**config.mk**
```make
export PLATFORM = sky130hd
export DESIGN_NAME = qr_cycle_seq
export DESIGN_NICKNAME = d
export VERILOG_FILES = /design/src/rtl/qr_cycle_seq.sv
export SDC_FILE = /design/constraint.sdc
export NUM_CORES = 1
export LEC_CHECK = 0
export ABC_AREA = 1
export BUFFER_PORTS_ARGS = -buffer_cell sky130_fd_sc_hd__buf_2
export CAP_MARGIN = 40
export CORE_ASPECT_RATIO = 0.6
export CORE_MARGIN = 2
export CORE_UTILIZATION = 25
export CTS_CLUSTER_DIAMETER = 80
export DETAILED_ROUTE_END_ITERATION = 10
export PLACE_DENSITY = 0.42
export SYNTH_ARGS = -nofsm -noshare
export SYNTH_HDL_FRONTEND = slang
export SYNTH_SLANG_ARGS = --single-unit
```
**constraint.sdc**
```tcl
create_clock -name clk -period 3.1 [get_ports clk]
set_input_delay 0.62 -clock clk [delete_from_list [all_inputs] [get_ports clk]]
set_output_delay 0.62 -clock clk [all_outputs]
set_load 0.02 [all_outputs]
```
**src/rtl/qr_cycle_seq.sv**
```systemverilog
`timescale 1ns/1ps
module qr_cycle_seq #(
  parameter int LEB_CYC   = 4,
  parameter int TON_MAX   = 40,
  parameter int BLANK_CYC = 8,
  parameter int DMG_TO    = 12,
  parameter int TOFF_MAX  = 30,
  parameter int PER_MIN   = 24
) (
  input  logic clk,
  input  logic rst_n,
  input  logic en,
  input  logic cs_trip,
  input  logic valley,
  output logic gate,
  output logic on_pulse,
  output logic off_cur,
  output logic off_max
);
  localparam int OFF_LIM = (BLANK_CYC + DMG_TO < TOFF_MAX) ? BLANK_CYC + DMG_TO : TOFF_MAX;
  localparam int CNT_TOP = (TON_MAX > OFF_LIM) ? TON_MAX : OFF_LIM;
  localparam int CW      = $clog2(CNT_TOP + 1);
  localparam int PW      = $clog2(PER_MIN + 1);

  typedef enum logic [1:0] {ST_IDLE, ST_ON, ST_OFF} st_e;

  st_e           st;
  logic [CW-1:0] cnt;
  logic [PW-1:0] per;
  logic          per_ok, trip_ok, on_lim, in_win, forced, fire;
  logic [PW-1:0] per_nx;

  assign per_ok  = (per == PW'(PER_MIN - 1));
  assign per_nx  = per_ok ? per : per + PW'(1);
  assign trip_ok = cs_trip && (cnt >= CW'(LEB_CYC));
  assign on_lim  = (cnt == CW'(TON_MAX - 1));
  assign in_win  = (cnt >= CW'(BLANK_CYC));
  assign forced  = (cnt >= CW'(OFF_LIM - 1));
  assign fire    = per_ok && ((valley && in_win) || forced);
  assign gate    = (st == ST_ON);

  always_ff @(posedge clk or negedge rst_n) begin
    if (!rst_n) begin
      st       <= ST_IDLE;
      cnt      <= '0;
      per      <= '0;
      on_pulse <= 1'b0;
      off_cur  <= 1'b0;
      off_max  <= 1'b0;
    end else begin
      on_pulse <= 1'b0;
      off_cur  <= 1'b0;
      off_max  <= 1'b0;
      if (!en) begin
        st  <= ST_IDLE;
        cnt <= '0;
        per <= '0;
      end else begin
        case (st)
          ST_IDLE: begin
            st       <= ST_ON;
            cnt      <= '0;
            per      <= '0;
            on_pulse <= 1'b1;
          end
          ST_ON: begin
            per <= per_nx;
            if (trip_ok) begin
              st      <= ST_OFF;
              cnt     <= '0;
              off_cur <= 1'b1;
            end else if (on_lim) begin
              st      <= ST_OFF;
              cnt     <= '0;
              off_max <= 1'b1;
            end else begin
              cnt <= cnt + CW'(1);
            end
          end
          ST_OFF: begin
            if (fire) begin
              st       <= ST_ON;
              cnt      <= '0;
              per      <= '0;
              on_pulse <= 1'b1;
            end else begin
              per <= per_nx;
              if (cnt != CW'(CNT_TOP)) cnt <= cnt + CW'(1);
            end
          end
          default: begin
            st  <= ST_IDLE;
            cnt <= '0;
            per <= '0;
          end
        endcase
      end
    end
  end
endmodule

```
# Yosys cells after proc, flatten, opt, wreduce, memory -nomap -nowiden
# Index checks and enable logic that the tools add are counted.
# classes
n_reduce_logical	6
add_sub_neg	2
eq_ne	8
magnitude_cmp	3
muxes	25
# ops
operator	n
two-way mux 6 bit	5
two-way mux 5 bit	3
case mux 6 bit (2 select lines)	1
case mux 5 bit (2 select lines)	1
two-way mux 1 bit	9
two-way mux 2 bit	4
adder 6 x 1 -> 6 bit, second input constant	1
equality test 6 bit, second input constant	1
>= comparator 6 x 3 -> 1 bit, second input constant	1
>= comparator 6 x 4 -> 1 bit, second input constant	1
>= comparator 6 x 5 -> 1 bit, second input constant	1
!= test 6 bit, second input constant	1
case mux 2 bit (3 select lines)	1
adder 5 x 1 -> 5 bit, second input constant	1
equality test 5 bit, second input constant	1
!= test 4 x 2 -> 1 bit, second input constant	1
!= test 4 bit, second input constant	1
logical AND 1 bit	3
!= test 3 bit, second input constant	1
equality test 2 x 1 -> 1 bit, second input constant	1
equality test 2 bit, second input constant	1
zero test 2 bit	1
case mux 1 bit (2 select lines)	1
AND reduction 2 bit	1
logical OR 1 bit	1
# totals
output_inout_bits	4
register_bits	16
wordCells	50
inputBits	5

# Depth between registers and ports, before layout
# logic_depth
depth_word	7
ltp_mapped	9

# Worst setup path before layout
# No wires, ideal clock.
# synth_path
kind	register -> output
start	reg st[1]
end	out gate
path_slack_ns	1.685
required_time_ns	2.480
arrival_time_ns	0.795
stages_incl_launch_ff	3
cell_sequence	dfrtp_1 inv_1 ha_1
# synth_via
elab_chain_cells	1
# synth_lines
item	line_no	rtl
start, declared	27	st_e st;
start signal, assigned	44	st <= ST_IDLE;
start signal, assigned	55	st <= ST_IDLE;
start signal, assigned	61	st <= ST_ON;
equality test 2 x 1 -> 1 bit	40	assign gate = (st == ST_ON);
end, declared	15	output logic gate,
# No other way between the ends.

# Final worst setup path
# Same ends and word-level chain as after synthesis.

==> key figures <==
Global routing
  • Number of global-route vias before repair: about 800
  • Total GRT Usage: 10.92%
  • Antenna violations before repair: 0
  • Largest net degree at the start of global routing: 17
  • First-pass GRT wire length: 3698 µm
  • Total grt overflow: 0

STA
  • Fmax: 537.4 MHz
  • Clock Skews: between 0.003 and 0.004 ns
  • Final setup fails: 0
  • Final hold violation count: 0
  • Worst slew margin: 74.18%
  • Setup TNS: 0 ns
  • Worst-Margin Slew: 0.3873 ns
  • Period minus WS final: 1.861 ns
  • Final Max Slew Viols: 0
  • Final worst path period share: 60.03%
  • Unrepaired setup endpoints after global routing: no

Yosys
  • Post-synthesis sequential area ratio: between 40% and 50%
  • #FFs+latches synth: 16
  • Synthesis Warnings: 0
  • Net Count, Synth: between 100 and 150
  • Netlist cell types: 23
  • Cells after Synth: roughly 120
  • Cell Area, Synth: 957.2 µm²
  • Syn Area/Cell: between 7 and 8 µm²

Critical path
  • Critical Path RT: approximately 2.5 ns
  • Crit Path Class: flip-flop to primary output
  • Worst setup SP type: flip-flop
  • Critical Path AT: ~1.2 ns
  • Worst-path fanout max: 7
  • FF-to-FF setup slack: 1.56 ns
  • Worst reg2reg startpoint: st[0]
  • Worst R2R Path Depth: 6
  • Worst Setup SP: st[1]
  • Worst r2r dst: cnt[2]
  • Setup crit end kind: primary output

Floorplanning
  • Die ar.: 0.004356 mm²
  • Chip Height: 51.93 µm
  • Die Width: 83.88 µm
  • I/O Pins: 9
  • Initial core utilization: about a quarter
  • Row Count: 17
  • CORE AREA: between 0.003 and 0.004 mm²

Outcome
  • Status: complete, no violations

Routing
  • Post-Route WL: 2024 µm
  • Number of routed nets with antenna violations: 0
  • Routed via count: ~800
  • DR iter-0 viols: 30
  • DRT Pass-1 Iters: 4
  • Routed length per instance: 11.31 µm
  • DR vias/cell: 4.413
  • Residual DRC: 0

Job
  • Maxcap violations: 0

CTS
  • Root buffer cell: clkbuf_8
  • Post-CTS Repair Setup Buffers: 0
  • CTS Buffer Depth: 2
  • CTS tree: built
  • # H-tree levels: 1
  • Post-CTS Resized: 0
  • CTS Sinks: 16
  • Clock-pin slew on the worst setup and hold paths: approximately 0.070 ns
  • Clk_lat worst skew: 0.25 ns
  • TritonCTS buffer count: 3
  • Number of hold buffers added after CTS: 0

Layout
  • Reg area: 400.4 µm²
  • # fillers: 391
  • # diodes: 0
  • Final #Nets: about 140
  • Area growth syn-to-layout: 15.56%
  • Share of layout cells above drive strength 1: 16.67%
  • Multi-input gate area: between 400 and 500 µm²

Power and ir drop
  • Max VDD drop: 0.2055 mV
  • Static leakage: 0.5142 nW
  • Pwr dens: between 500 and 600 mW/mm²
  • Tot Pwr: roughly 660 µW

Placement
  • Half-perimeter wire length after placement: ~1600 µm
  • Port bufs: 8
  • Routability cong.: ~0.73

Worst hold path
  • Hold Path Class: input pin to async pin
-- metal layers --
metal  up-vias  part of all wire (%)  track usage [%]
met1       374                    55            15.24
li1        406                     -                -
met3         2                   2.8            3.651
met5         -                     0                0
met4         0                  0.59            2.419
met2         8                    41            16.40
-- synthesized netlist by cell type, drive strengths merged --
master	count	area [µm²]
o21ai	7	35.03
nand3	16	102.6
o21a	1	7.510
a21oi	4	20.02
nand2	28	122.6
buf	1	5.000
nor4	1	6.260
nor3	2	15.01
inv	18	67.57
nor2	18	75.07
ha	6	75.07
xnor2	1	8.760
dfrtp	16	400.4
xor2	1	8.760
nor3b	1	7.510
-- how the worst max path moves through the flow --
stage / to / cells after the start
2_1_floorplan: gate / 2
3_3_place_gp: gate / 3
3_5_place_dp: gate / 3
4_1_cts: gate / 3
5_1_grt: gate / 3
6_report: gate / 3
-- flip-flops by register name, indices dropped and copies added, names as in the netlist --
signal / cells
cnt: 6
off_max: 1
st: 2
on_pulse: 1
per: 5
off_cur: 1
-- cells in the final DEF, fill, tap and decap left out, drive strengths merged --
cell	count
nand2	28
nor2	18
inv	18
dfrtp	16
nand3	16
buf	8
o21ai	7
ha	6
a21oi	4
clkbuf	4
nor3	2
xor2	1
nor4	1
xnor2	1
nor3b	1
o21a	1
-- critical path, stage by stage (launching register included) --
cell	delay, ns
dfrtp_1	0.40
inv_1	0.08
ha_1	0.29
buf_2	0.22
-- kinds of logic after synthesis --
group / synth area share, %
AOI/OAI and AO/OA: 6.536
xor gates and xnor gates: 1.830
adders and majority gates: 7.843
buffers and inverters: 7.582
DFF: 41.83
and+or+nand+nor: 34.38
-- per-stage QoR --
step | setup WS [ns] | instance area (µm²) | util [%] | cells | hold slack [ns]
floorplan | 1.685 | 957.2 | - | 121 | 0.3244
global placement | 1.552 | 1051 | 28.56 | 175 | 0.4880
detailed placement | 1.505 | 1051 | 28.56 | 175 | 0.4971
CTS | 1.226 | 1106 | 30.06 | 179 | 0.2919
global route | 1.184 | 1106 | 30.06 | 179 | 0.2997
finish | 1.239 | 1106 | 30.06 | 179 | 0.2802
-- cell type report --
cell class / instances / area share (%)
clock buffer: 4 / 4.977
inverter: 18 / 6.109
multi-input combinational: 86 / 43.78
sequential: 16 / 36.20
tap: 47 / 5.317
timing repair buffer: 8 / 3.620
-- report_power, final --
part           total (mW)  internal (mW)  switching (mW)
logic               0.226         0.0740           0.152
registers           0.247          0.231          0.0164
clock network       0.189          0.113          0.0760
Note: power is estimated with default switching activity, not from simulation.
